<file path="src/rtl/baud_pkg.sv">
package baud_pkg;
  parameter int unsigned PRESC_W  = 3;
  parameter int unsigned DIV_W    = 4;
  parameter int unsigned CNT_W    = 5;
  parameter int unsigned DIV_BASE = 16;
  parameter int unsigned DIV_BAD  = 15;
  parameter int unsigned PCNT_W   = (1 << PRESC_W) - 1;

  typedef struct packed {
    logic               sel;
    logic [PRESC_W-1:0] n;
    logic [DIV_W-1:0]   k;
  } baud_cfg_t;
endpackage

</file>
<file path="src/rtl/baud_edge_sync.sv">
module baud_edge_sync (
  input  logic clk_i,
  input  logic rst_ni,
  input  logic async_i,
  output logic rise_o
);
  logic s1_q, s2_q, s3_q;

  always_ff @(posedge clk_i or negedge rst_ni) begin
    if (!rst_ni) begin
      s1_q <= 1'b0;
      s2_q <= 1'b0;
      s3_q <= 1'b0;
    end else begin
      s1_q <= async_i;
      s2_q <= s1_q;
      s3_q <= s2_q;
    end
  end

  assign rise_o = s2_q & ~s3_q;

  AST_EDGE_SINGLE: assert property (@(posedge clk_i) disable iff (!rst_ni)
    rise_o |=> !rise_o);
endmodule

</file>
<file path="src/rtl/baud_prescaler.sv">
module baud_prescaler
  import baud_pkg::*;
#(
  parameter int unsigned N_W = PRESC_W,
  localparam int unsigned C_W = (1 << N_W) - 1
) (
  input  logic           clk_i,
  input  logic           rst_ni,
  input  logic           clr_i,
  input  logic           evt_i,
  input  logic [N_W-1:0] n_i,
  output logic           pulse_o
);
  logic [C_W-1:0] cnt_q, cnt_d;
  logic [C_W-1:0] mask;

  always_comb begin
    mask    = (C_W'(1) << n_i) - C_W'(1);
    pulse_o = evt_i && ((cnt_q & mask) == mask);
    if (clr_i)      cnt_d = '0;
    else if (evt_i) cnt_d = cnt_q + C_W'(1);
    else            cnt_d = cnt_q;
  end

  always_ff @(posedge clk_i or negedge rst_ni) begin
    if (!rst_ni) cnt_q <= '0;
    else         cnt_q <= cnt_d;
  end

  AST_PULSE_NEEDS_EVT: assert property (@(posedge clk_i) disable iff (!rst_ni)
    pulse_o |-> evt_i);
endmodule

</file>
<file path="src/rtl/baud_divider.sv">
module baud_divider
  import baud_pkg::*;
#(
  parameter int unsigned W = CNT_W
) (
  input  logic         clk_i,
  input  logic         rst_ni,
  input  logic         clr_i,
  input  logic         step_i,
  input  logic [W-1:0] term_i,
  output logic         wrap_o,
  output logic         half_o
);
  logic [W-1:0] cnt_q, cnt_d;
  logic         half_q, half_d;

  always_comb begin
    wrap_o = step_i && (cnt_q == term_i - W'(1));
    cnt_d  = cnt_q;
    half_d = half_q;
    if (clr_i) begin
      cnt_d  = '0;
      half_d = 1'b0;
    end else if (wrap_o) begin
      cnt_d  = '0;
      half_d = ~half_q;
    end else if (step_i) begin
      cnt_d  = cnt_q + W'(1);
    end
  end

  always_ff @(posedge clk_i or negedge rst_ni) begin
    if (!rst_ni) begin
      cnt_q  <= '0;
      half_q <= 1'b0;
    end else begin
      cnt_q  <= cnt_d;
      half_q <= half_d;
    end
  end

  assign half_o = half_q;

  AST_CNT_IN_RANGE: assert property (@(posedge clk_i) disable iff (!rst_ni)
    (term_i != '0) |-> (cnt_q < term_i));
  AST_CLR_ZERO: assert property (@(posedge clk_i) disable iff (!rst_ni)
    clr_i |=> (cnt_q == '0) && !half_q);
endmodule

</file>
<file path="src/rtl/baud_gen.sv">
module baud_gen
  import baud_pkg::*;
(
  input  logic               clk_i,
  input  logic               rst_ni,
  input  logic               en_i,
  input  logic               src_sel_i,
  input  logic               ext_clk_i,
  input  logic [PRESC_W-1:0] presc_i,
  input  logic [DIV_W-1:0]   div_i,
  output logic               tick_o,
  output logic               cfg_err_o
);
  logic      rs1_q, rst_q;
  logic      run, run_q;
  logic      bad;
  baud_cfg_t live, cfg_q, cfg_d, cfg_eff;
  logic      ext_rise, src_evt, presc_pulse, wrap, half, tick_d;
  logic [CNT_W-1:0] term;

  // reset: asynchronous assert, synchronous release
  always_ff @(posedge clk_i or negedge rst_ni) begin
    if (!rst_ni) begin
      rs1_q <= 1'b0;
      rst_q <= 1'b0;
    end else begin
      rs1_q <= 1'b1;
      rst_q <= rs1_q;
    end
  end

  baud_edge_sync u_sync (
    .clk_i  (clk_i),
    .rst_ni (rst_q),
    .async_i(ext_clk_i),
    .rise_o (ext_rise)
  );

  always_comb begin
    live    = '{sel: src_sel_i, n: presc_i, k: div_i};
    bad     = (div_i == DIV_W'(DIV_BAD));
    run     = en_i && !bad;
    cfg_eff = run_q ? cfg_q : live;
    term    = CNT_W'(DIV_BASE) + CNT_W'(cfg_eff.k);
    src_evt = cfg_eff.sel ? ext_rise : 1'b1;
    tick_d  = wrap && half;
    cfg_d   = (!run || !run_q || tick_d) ? live : cfg_q;
  end

  baud_prescaler u_presc (
    .clk_i  (clk_i),
    .rst_ni (rst_q),
    .clr_i  (!run || tick_d),
    .evt_i  (src_evt && run),
    .n_i    (cfg_eff.n),
    .pulse_o(presc_pulse)
  );

  baud_divider u_div (
    .clk_i  (clk_i),
    .rst_ni (rst_q),
    .clr_i  (!run),
    .step_i (presc_pulse),
    .term_i (term),
    .wrap_o (wrap),
    .half_o (half)
  );

  always_ff @(posedge clk_i or negedge rst_q) begin
    if (!rst_q) begin
      run_q     <= 1'b0;
      cfg_q     <= '0;
      tick_o    <= 1'b0;
      cfg_err_o <= 1'b0;
    end else begin
      run_q     <= run;
      cfg_q     <= cfg_d;
      tick_o    <= tick_d;
      cfg_err_o <= bad;
    end
  end

  AST_TICK_ONE_CYCLE: assert property (@(posedge clk_i) disable iff (!rst_q)
    tick_o |=> !tick_o);
  AST_NO_TICK_IDLE: assert property (@(posedge clk_i) disable iff (!rst_q)
    !en_i |=> !tick_o);
  AST_ERR_SILENT: assert property (@(posedge clk_i) disable iff (!rst_q)
    (div_i == DIV_W'(DIV_BAD)) |=> (!tick_o && cfg_err_o));
  AST_CFG_HOLD: assert property (@(posedge clk_i) disable iff (!rst_q)
    (run && run_q && !tick_d) |=> $stable(cfg_q));
endmodule

</file>
<file path="config.mk">
export PLATFORM = sky130hd
export DESIGN_NAME = baud_gen
export DESIGN_NICKNAME = d
export VERILOG_FILES = /design/src/rtl/baud_pkg.sv /design/src/rtl/baud_edge_sync.sv /design/src/rtl/baud_prescaler.sv /design/src/rtl/baud_divider.sv /design/src/rtl/baud_gen.sv
export SDC_FILE = /design/constraint.sdc
export NUM_CORES = 1
export LEC_CHECK = 0
export BUFFER_PORTS_ARGS = -buffer_cell sky130_fd_sc_hd__buf_2
export CORE_MARGIN = 3
export CORE_UTILIZATION = 59
export CTS_BUF_LIST = sky130_fd_sc_hd__clkbuf_8
export DETAILED_ROUTE_END_ITERATION = 7
export MAX_ROUTING_LAYER = met4
export PLACE_DENSITY = 0.81
export SLEW_MARGIN = 40
export SYNTH_ARGS = -nofsm -noshare
export SYNTH_HDL_FRONTEND = slang
export SYNTH_SLANG_ARGS = --single-unit
</file>
<file path="constraint.sdc">
create_clock -name clk_i -period 1.1 [get_ports clk_i]
set_input_delay 0.11 -clock clk_i [delete_from_list [all_inputs] [get_ports clk_i]]
set_output_delay 0.11 -clock clk_i [all_outputs]
set_load 0.005 [all_outputs]
</file>
Word level (Yosys, flattened, before mapping)
Index checks and enable logic that the tools add are counted.
Word-level totals
  output and inout bits: 2
  register bits: 29
  word-level logic and storage cells: 50
Cells by class
  $add $sub $neg: 5
  equal/unequal tests: 5
  reductions and logical operators: 12
  bitwise operators: 4
  shift-type cells: 1
  mux-type cells: 9
Operator list (number)
  two-way mux 5 bit: 3
  two-way mux 7 bit: 2
  two-way mux 8 bit: 1
  adder 7 x 1 -> 7 bit, second input constant: 1
  bitwise AND 7 bit: 1
  equality test 7 bit: 1
  left shift 1 x 3 -> 7 bit, first input constant: 1
  subtractor 7 x 2 -> 7 bit, second input constant: 1
  adder 5 x 1 -> 5 bit, second input constant: 1
  adder 5 x 4 -> 5 bit, first input constant: 1
  equality test 5 bit: 1
  logical AND 1 bit: 5
  subtractor 5 x 1 -> 5 bit, second input constant: 1
  equality test 4 bit, second input constant: 1
  logical NOT 1 bit: 3
  logical OR 1 bit: 3
  two-way mux 1 bit: 3
  inequality test 3 x 1 -> 1 bit, second input constant: 1
  inequality test 2 x 1 -> 1 bit, second input constant: 1
  NOT 1 bit: 2
  nonzero test 2 bit: 1
  bitwise AND 1 bit: 1

Longest topological paths before layout
Gate-level depths: netlist of the first run.
  depth after elaboration: 10
  depth in mapped cells: 11
  mapped depth without buffers: 8

Cells and area by module
A second synthesis of the first run with hierarchy kept.
Second synthesis, totals
  cell total of the unflattened synthesis: 128
  area total of the unflattened synthesis: 1490.2 sq um
Modules (own cells, without submodules)
  baud_gen: times used 1, sequential area each 325.3 sq um, cells an instance 42, area an instance 600.6 sq um
  baud_divider: times used 1, sequential area each 150.1 sq um, cells an instance 42, area an instance 427.9 sq um
  baud_prescaler: times used 1, sequential area each 175.2 sq um, cells an instance 40, area an instance 372.9 sq um
  baud_edge_sync: times used 1, sequential area each 75.1 sq um, cells an instance 4, area an instance 88.8 sq um

Least setup slack after synthesis of the first run
Ideal clock, no wire load.
  kind: reg2reg
  start point: reg run_q
  end point: reg cfg_q[0] in the netlist's numbering
  path buffers: 1
  cell stages (with the launch flop): 10
  setup time: 0.125 ns
  clock period less this slack: 2.950 ns
  arrival: 2.825 ns
  setup slack: -1.850 ns
  cell sequence: dfrtp_1 -> buf_6 -> or3_1 -> o22a_1 -> ha_1 -> or4_1 -> a21oi_2 -> a2111oi_4 -> a31oi_4 -> mux2_2
Between the ends
  word-level cells in the longest chain between the ends: 9
  elaborated cells between the ends (all ways): 16
RTL lines
  start, declared: line baud_gen.sv:15  | logic run, run_q;
  start signal, assigned: line baud_gen.sv:76  | run_q <= run;
  parallel branches: the longest is 8 deep, another holds adder 5 x 4 -> 5 bit
  logical OR 1 bit *: line baud_gen.sv:47  | cfg_d = (!run || !run_q || tick_d) ? live : cfg_q;
  end signal, assigned: line baud_gen.sv:77  | cfg_q <= cfg_d;
  end, declared: line baud_gen.sv:17  | baud_cfg_t live, cfg_q, cfg_d, cfg_eff;
Every way passes the cells marked *.
A chain may end at the register's enable or synchronous reset.

Worst setup path after layout of the first run
  start point: reg run_q
  end point: reg u_div.half_q (netlist: u_div.half_o)
Between the ends
  word-level cells in the longest chain between the ends: 8
  elaborated cells between the ends (all ways): 13
RTL lines
  two-way mux 8 bit *: line baud_gen.sv:43  | cfg_eff = run_q ? cfg_q : live;
  parallel branches: the longest is 5 deep, another holds adder 5 x 4 -> 5 bit
  logical AND 1 bit *: line baud_divider.sv:18  | wrap_o = step_i && (cnt_q == term_i - W'(1));
  inequality test 2 x 1 -> 1 bit (no line) *
  end signal, assigned: line baud_divider.sv:38  | half_q <= half_d;
  end, declared: line baud_divider.sv:15  | logic half_q, half_d;
Marked as above.

==> results.cfg, run 1 <==
[synth]
yosysSeqAreaShare = 0.443
ys_async_sr_fraction = 1.00
syn_area_mm2 = 0.00164
syn-num-nets = 164
synth_seq_cells = 29
ys.flop_type = dfrtp_1
synthTopCellsByArea = dfrtp_1, mux2_2, mux2i_1
synth_top_cell_area_share = 0.443
yosysMostFrequentCell = dfrtp_1
yosys.area.top_type = dfrtp_1
synth.avg_cell_area_um2 = 11.1
synth_edf_count = 0
synth_cell_types = 40
synth_commonest_cells = dfrtp_1, nor3_1
synthCells = 148
yosysWarningCount = 0

[sta]
rsz0062_at_grt = yes
drv_slew = 0
hold_viol = 0
clock_skew_ps = 10.4
tns_ps = -33800
setup_viol = 22
holdWs_ps = 163
post-route-min-period_ps = 2690
finalCritPeriodShare = 2.45
fmax_mhz = 371
timing.final.ws_setup_ps = -1590

[place]
port_buffers = 13
dpl.hpwl_um = 3200
gp_congestion = 0.870
dp.cells = 236

[detailed_routing]
wl_per_cell_um = 21.5
drcViolationCount = 0
via_per_inst = 6.26
num_vias = 1565
ant_nets = 0
wl_um = 5370
drtPass1Iterations = 4
drt_iter0_drc = 128

[global_route]
grt_max_degree = 20
grt_pass1_wl_um = 8060
gr-total-overflow = 0
grt_use_total = 0.333
antenna_found_initial = 0
grt_pass1_vias = 1680

[floorplanning]
die_w_um = 58.7
dieArea_mm2 = 0.00344
coreArea_mm2 = 0.00257
io_pins = 14
initial_utilization = 0.637
die_h_um = 58.7
rows = 18

[finish]
synthToLayoutAreaGrowth_pct = 47.6
seqCellArea_um2 = 726
multi_input_area_mm2 = 0.00101
final_cells = 250
fillers = 82
fin_nets = 235
diodes = 0
drive_gt1_frac = 0.491

[cts]
clkSinkCount = 29
ctsLongestPathBuffers = 2
clk_pin_slew_ps = 70
clock_latency_ps = 290
cts_buffers = 5
htree_levels = 2
cts-root-buf = clkbuf_8
cts_tree = done

[outcome]
violations = setup timing
status = finished, violations left

[critical_path]
setup.worst_path.class = register to register
crit_required_ps = 1310
rrSetupSlack_ps = -1590
r2r_cells = 8
max_stage_delay_ps = 510
cp_top_family = compound AO/OA/AOI/OAI gates
critPathBufInv = 0
cp_slowest_cell = or4_1
endpoint_kind = register
path_max_fanout = 3
critPathLaunch = run_q
crit_path_cell_trace = or3_1, o22a_1, ha_4, a31oi_4, o211ai_2, a2111o_1, or4_1, a21oi_2
r2r_start = run_q
r2r-end = u_div.half_o
worstSetupStartpointType = register
critical_path_arrival_ps = 2910

[worst_hold_path]
holdPathStages = 3
hold_end = cfg_q[7]
hp-start = src_sel_i
worstHoldPathType = input pin to register

[power_and_ir_drop]
power_density_mw_per_mm2 = 1250
finalPower_mw = 3.01
vdd_drop_max_mv = 1.19
leakage_nw = 1.11

[flow_run]
cap_violations = 0
-- kinds of logic (layout without fill, tap and decap cells) --
kind of cell	count (synthesis)	in the layout	share of synthesized area
compound gates	25	25	0.135
xor+xnor	14	14	0.0749
fa+ha+maj	4	4	0.0306
buf+inv	11	83	0.0313
flops	29	29	0.443
mux	17	17	0.113
other cells	1	1	0.00229
simple gates	47	47	0.170
-- worst register-to-register path, stage by stage, from the launching register on --
cell and delay (ps):
dfrtp_1 390, or3_1 360, o22a_1 280, ha_4 200, a31oi_4 140, o211ai_2 130, a2111o_1 460, or4_1 510
a21oi_2 160
-- layer usage --
metal | vias to the layer above | wire length [um] | GRT usage
met3 | 31 | 327 | 0.0482
met1 | 764 | 2070 | 0.392
met4 | 0 | 203 | 0.155
met2 | 85 | 2770 | 0.563
li1 | 685 | - | -
met5 | - | 0 | -
-- layout make-up --
class,count,share of cell area
multi-input cells,108,0.417
flip-flops and latches,29,0.301
repair buffers,69,0.210
clock buffers,6,0.0342
well taps,30,0.0155
clock inverters,2,0.0140
inverters,6,0.00933
-- sequential cells by signal (all words and copies together) (netlist names) --
name / count
cfg_q: 8
u_presc.cnt_q: 7
u_div.cnt_q: 5
cfg_err_o: 1
rs1_q: 1
rst_q: 1
run_q: 1
tick_o: 1
u_div.half_o: 1
u_sync.s1_q: 1
u_sync.s2_q: 1
u_sync.s3_q: 1
-- cell usage in the layout, fill, tap and decap left out, drive strengths merged, types with 4 or more instances in the layout --
cell    count
a31oi       5
inv         7
ha          4
buf        67
mux2        9
a21oi       5
nand3       8
mux2i       8
nand2       4
xnor2       8
dfrtp      29
nor3       10
nand4       6
xor2        6
clkbuf      6
o21ai       6
-- report_power, final --
part | switching (mW) | internal, mW | total [mW]
Sequential | 0.0382 | 1.12 | 1.15
Clock | 0.432 | 0.729 | 1.16
Combinational | 0.346 | 0.349 | 0.694
Total | 0.816 | 2.19 | 3.01
-- how the worst max path moves through the flow --
stage | end | cells past startpoint | slack [ps]
2_1_floorplan | cfg_q[0] | 9 | -1750
3_3_place_gp | cfg_q[0] | 9 | -1620
3_5_place_dp | cfg_q[4] | 9 | -1740
4_1_cts | cfg_q[2] | 9 | -1580
5_1_grt | u_div.half_o | 8 | -1650
6_report | u_div.half_o | 8 | -1590
-- metrics by stage --
step / setup WS [ps] / util / area [um2]
floorplan: -1750 / - / 1730
global placement: -1620 / 0.850 / 2180
detailed placement: -1740 / 0.850 / 2180
CTS: -1580 / 0.923 / 2370
global route: -1650 / 0.941 / 2410
finish: -1590 / 0.941 / 2410
-- what timing repair did --
item                                    CTS  global route
gates resized for setup                   7             8
setup buffers                             3             1
pin swaps                                14             0
hold buffers                              2             0
endpoints found under the hold margin     3             0
endpoints found under the setup margin   22            22
No activity file was read; power rests on OpenSTA's default activity.
==> inputs of run 2 (changes only) <==
--- a/config.mk
+++ b/config.mk
@@ -6,11 +6,11 @@
 export NUM_CORES = 1
 export LEC_CHECK = 0
 export BUFFER_PORTS_ARGS = -buffer_cell sky130_fd_sc_hd__buf_2
+export CAP_MARGIN = 5
 export CORE_MARGIN = 3
 export CORE_UTILIZATION = 59
 export CTS_BUF_LIST = sky130_fd_sc_hd__clkbuf_8
 export DETAILED_ROUTE_END_ITERATION = 7
-export MAX_ROUTING_LAYER = met4
 export PLACE_DENSITY = 0.81
 export SLEW_MARGIN = 40
 export SYNTH_ARGS = -nofsm -noshare
==> constraint.sdc (replaced) <==
create_clock -name clk_i -period 1.1 [get_ports clk_i]
set_input_delay 0.055 -clock clk_i [delete_from_list [all_inputs] [get_ports clk_i]]
set_output_delay 0.055 -clock clk_i [all_outputs]
set_load 0.005 [all_outputs]
==> run 2 against run 1 <==
Compared with the run above: the flow still finishes with violations (setup timing); flip-flop and latch count is the same; die area unchanged; clock-buffer cell count stayed put; worst hold slack worse by 54 ps; first-iteration DRC count is 30% higher; critical path depth is the same; clock power about the same; clock skew down 0.54 ps; final cell count is the same; register-to-register slack about the same; combinational power barely moved; maximum frequency down 0.37%.
==> results.cfg, run 2 (synthesized netlist as in run 1, its figures left out) <==
[outcome]
status = finished, violations left
violations = setup timing

[cts]
cts-root-buf = clkbuf_8
ctsLongestPathBuffers = 2
clock_latency_ps = 290
cts_tree = done
cts_buffers = 5
htree_levels = 2
clk_pin_slew_ps = 70
clkSinkCount = 29

[critical_path]
critical_path_arrival_ps = 2920
r2r_cells = 8
rrSetupSlack_ps = -1600
path_max_fanout = 3
crit_required_ps = 1310
endpoint_kind = register
worstSetupStartpointType = register
setup.worst_path.class = register to register

[sta]
holdWs_ps = 108
drv_slew = 0
timing.final.ws_setup_ps = -1600
hold_viol = 0
rsz0062_at_grt = yes
post-route-min-period_ps = 2700
finalCritPeriodShare = 2.46
tns_ps = -33960
fmax_mhz = 370
clock_skew_ps = 9.88
setup_viol = 22

[global_route]
grt_pass1_wl_um = 8060
grt_use_total = 0.324
grt_max_degree = 20
gr-total-overflow = 0
grt_pass1_vias = 1675
antenna_found_initial = 0

[finish]
multi_input_area_mm2 = 0.00101
final_common_cell = buf_4
drive_gt1_frac = 0.491
fillers = 82
diodes = 0
largest_reg_flops = 8
synthToLayoutAreaGrowth_pct = 47.6
reg.largest.list = cfg_q (8), u_presc.cnt_q (7), u_div.cnt_q (5)
regMostFlops = cfg_q
layout_common_cells = buf_4, dfrtp_1, buf_2
seqCellArea_um2 = 726
fin_nets = 235

[detailed_routing]
via_per_inst = 6.26
wl_per_cell_um = 21.6
wl_um = 5390
drt_iter0_drc = 166
num_vias = 1564
drtPass1Iterations = 4
ant_nets = 0
drcViolationCount = 0

[floorplanning]
coreArea_mm2 = 0.00257
die_h_um = 58.7
initial_utilization = 0.637
rows = 18
io_pins = 14
die_w_um = 58.7
dieArea_mm2 = 0.00344

[worst_hold_path]
holdPathStages = 3
worstHoldPathType = input pin to register

[power_and_ir_drop]
power_density_mw_per_mm2 = 1250
vdd_drop_max_mv = 1.19
leakage_nw = 1.11

[place]
gp_congestion = 0.857
dpl.hpwl_um = 3200
port_buffers = 13
dpl_worst_slack_ps = -1740

[flow_run]
cap_violations = 0
run 2: per-layer routing:
layer  up-vias  global-route usage  part of all wire
li1        688                   -                 -
met1       772               0.394              0.40
met2        80               0.561              0.52
met3        24              0.0417             0.051
met4         0               0.165             0.033
met5         -                   0                 0
run 2: final cells by class:
class                           instances  share of cell area
Timing Repair Buffer                   69               0.210
Inverter                                6             0.00933
Multi-Input combinational cell        108               0.417
Tap cell                               30              0.0155
Clock inverter                          2              0.0140
Clock buffer                            6              0.0342
Sequential cell                        29               0.301
run 2: path summary, 6_finish.rpt:
kind	startpoint	to
max	run_q	u_div.half_o
min	src_sel_i	cfg_q[7]
max reg2reg	run_q	u_div.half_o
min reg2reg	rst_q	tick_o
max in group asynchronous	rst_q	u_sync.s3_q
min in group asynchronous	rst_ni	rs1_q
run 2: power breakdown:
group / leakage, nW / internal (mW) / total [mW] / switching [mW]
Combinational: 0.674 / 0.349 / 0.697 / 0.348
Clock: 0.0626 / 0.729 / 1.16 / 0.432
Sequential: 0.371 / 1.12 / 1.15 / 0.0388
Total: 1.11 / 2.19 / 3.01 / 0.819
run 2: timing repair:
item                                    4_1_cts  5_1_grt
setup buffers                                 3        1
gates resized for setup                       7        8
hold buffers                                  2        0
hold endpoints to repair                      3        0
endpoints found under the setup margin       22       22
gates cloned                                  0        0
pin swaps                                    14        0
run 2: per-stage QoR:
stage               utilization  instance area [um2]  power, mW  std cells
floorplan                     -                 1730       1.51        148
global placement          0.850                 2180       1.75        236
detailed placement        0.850                 2180       1.78        236
CTS                       0.923                 2370       2.95        249
global route              0.941                 2410       3.09        250
finish                    0.941                 2410       3.01        250
run 2: worst max-delay path: stages (launching register included):
cell      delay, ps
dfrtp_1         390
or3_1           370
o22a_1          280
ha_4            200
a31oi_4         140
o211ai_2        140
a2111o_1        460
or4_1           510
a21oi_2         160
==> inputs of run 3 (changes only) <==
--- a/config.mk
+++ b/config.mk
@@ -7,11 +7,13 @@
 export LEC_CHECK = 0
 export BUFFER_PORTS_ARGS = -buffer_cell sky130_fd_sc_hd__buf_2
 export CAP_MARGIN = 5
+export CORE_ASPECT_RATIO = 1.4
 export CORE_MARGIN = 3
 export CORE_UTILIZATION = 59
 export CTS_BUF_LIST = sky130_fd_sc_hd__clkbuf_8
 export DETAILED_ROUTE_END_ITERATION = 7
-export PLACE_DENSITY = 0.81
+export PLACE_DENSITY = 0.88
+export RECOVER_POWER = 25
 export SLEW_MARGIN = 40
 export SYNTH_ARGS = -nofsm -noshare
 export SYNTH_HDL_FRONTEND = slang
==> run 3 against run 2 <==
Compared with the run above: the run still ends with setup timing left; sequential share of layout area shrank 1.4 points; clock skew about the same; maximum frequency decreased by 7.8%; worst hold slack got worse by 6.0 ps; final cell count is 2.8% higher; setup slack got worse by 230 ps; power increased by 6.2%; first-iteration DRC count up 48%; register-to-register slack worse by 230 ps; die area rose by 0.26%; global-route usage grew 8.3 points; combinational power rose by 18%.
==> results.cfg, run 3 (synthesized netlist as in run 1, its figures left out) <==
[global_route]
grt_max_degree = 15
grt_pass1_wl_um = 9660
grt_pass1_vias = 1810
antenna_found_initial = 0
gr-total-overflow = 0
grt_use_total = 0.407

[cts]
clkSinkCount = 29
cts-root-buf = clkbuf_8
htree_levels = 2
ctsLongestPathBuffers = 2
cts_tree = done
cts_buffers = 5
clock_latency_ps = 310
clk_pin_slew_ps = 70

[critical_path]
crit_required_ps = 1290
endpoint_kind = register
setup.worst_path.class = register to register
critical_path_arrival_ps = 3120
path_max_fanout = 9
worstSetupStartpointType = register

[finish]
layout_common_cells = buf_4, dfrtp_1, buf_2
reg.largest.list = cfg_q (8), u_presc.cnt_q (7), u_div.cnt_q (5)
final_common_cell = buf_4
diodes = 0
regMostFlops = cfg_q
drive_gt1_frac = 0.538
synthToLayoutAreaGrowth_pct = 54.9
largest_reg_flops = 8
fin_nets = 236
fin_util = 0.959

[sta]
clock_skew_ps = 10.1
finalCritPeriodShare = 2.66
hold_viol = 0
setup_viol = 22
fmax_mhz = 341
holdWs_ps = 102
worst_slew_pin_slew_ps = 757
slew_headroom = 0.495
post-route-min-period_ps = 2930
rsz0062_at_grt = yes
drv_slew = 0
timing.final.ws_setup_ps = -1830

[power_and_ir_drop]
p_switching_mw = 0.983
combPwrFrac = 0.258
clock_power_share = 0.376
vdd_drop_max_mv = 1.05
power_density_mw_per_mm2 = 1260
swShare = 0.307
seq_power_share = 0.366
finalPower_mw = 3.20
leakage_nw = 1.12
p_int_mw = 2.22

[outcome]
violations = setup timing
status = finished, violations left

[worst_hold_path]
worstHoldPathType = input pin to asynchronous set/reset pin

[detailed_routing]
drcViolationCount = 0
drtPass1Iterations = 5
drt_iter0_drc = 245
wl_per_cell_um = 32.5
wl_um = 8340
num_vias = 1947
via_per_inst = 7.58
ant_nets = 0

[place]
gp_congestion = 0.840
dpl.hpwl_um = 3680
port_buffers = 13

[floorplanning]
io_pins = 14
coreArea_mm2 = 0.00264
dieArea_mm2 = 0.00345
initial_utilization = 0.619
die_w_um = 50.5
die_h_um = 68.3
rows = 22

[flow_run]
cap_violations = 0
run 3: cell types whose count changed in the layout (fill, tap and decap cells not counted), moves of 2 or more:
cell,delta
a21oi_1,-3
a21oi_2,+3
buf_2,-2
clkbuf_1,+3
mux2i_1,-2
mux2i_4,+3
nor3_4,+2
o21ai_1,-2
o21ai_2,+2
run 3: metrics by stage:
step / setup TNS (ps) / worst slack [ps] / area, um2 / cells
2_1_floorplan: -33500 / -1750 / 1730 / 148
3_3_place_gp: -33690 / -1620 / 2200 / 243
3_5_place_dp: -37380 / -1800 / 2200 / 243
4_1_cts: -33940 / -1620 / 2420 / 256
5_1_grt: -38000 / -1950 / 2530 / 257
6_report: -37920 / -1830 / 2530 / 257
run 3: power groups by stage:
stage	combinational [mW]	sequential, mW	clock, mW
4_1_cts	0.673	1.16	1.14
3_3_place_gp	0.577	1.17	0
2_1_floorplan	0.329	1.18	0
3_5_place_dp	0.622	1.17	0
5_1_grt	0.839	1.17	1.22
6_report	0.825	1.17	1.20
run 3: path summary, 6_finish.rpt:
kind / startpoint / to / slack, ps / cells past startpoint
worst min-delay path: rst_ni / rs1_q / 100 / 2
worst min register to register: rst_q / u_div.cnt_q[1] / 280 / 1
max in group asynchronous: rst_q / run_q / 90 / 1
min in group clk_i: src_sel_i / cfg_q[7] / 130 / 3
worst max register to register: run_q / cfg_q[0] / -1830 / 10
worst max-delay path: run_q / cfg_q[0] / -1830 / 10
run 3: critical path: stages, from the launching register on:
cell	delay [ps]
dfrtp_2	420
buf_4	230
mux2i_4	270
ha_2	220
xor2_1	280
xnor2_1	160
nor3_2	270
and4_2	330
a31oi_4	130
buf_12	180
mux2_4	310
run 3: timing repair:
action,CTS,global route
endpoints found under the hold margin,3,0
setup buffers,3,1
gates resized for setup,13,22
pin swaps,11,6
hold buffers,2,0
endpoints found under the setup margin,22,22
run 3: area by class of cell:
cell class,count,area [um2]
clock inverter,2,33.8
inverter,6,22.5
clock buffer,6,82.6
sequential,29,727
multi-input combinational,108,1100
timing repair buffer,70,520
fill,62,108
tap,36,45.0
run 3: routing by layer:
metal | GRT usage | up-vias | routed length, um
met4 | 0.364 | 0 | 927
met2 | 0.716 | 245 | 3710
met1 | 0.403 | 898 | 2670
met3 | 0.0828 | 112 | 1030
met5 | 0 | - | 0
li1 | - | 692 | -
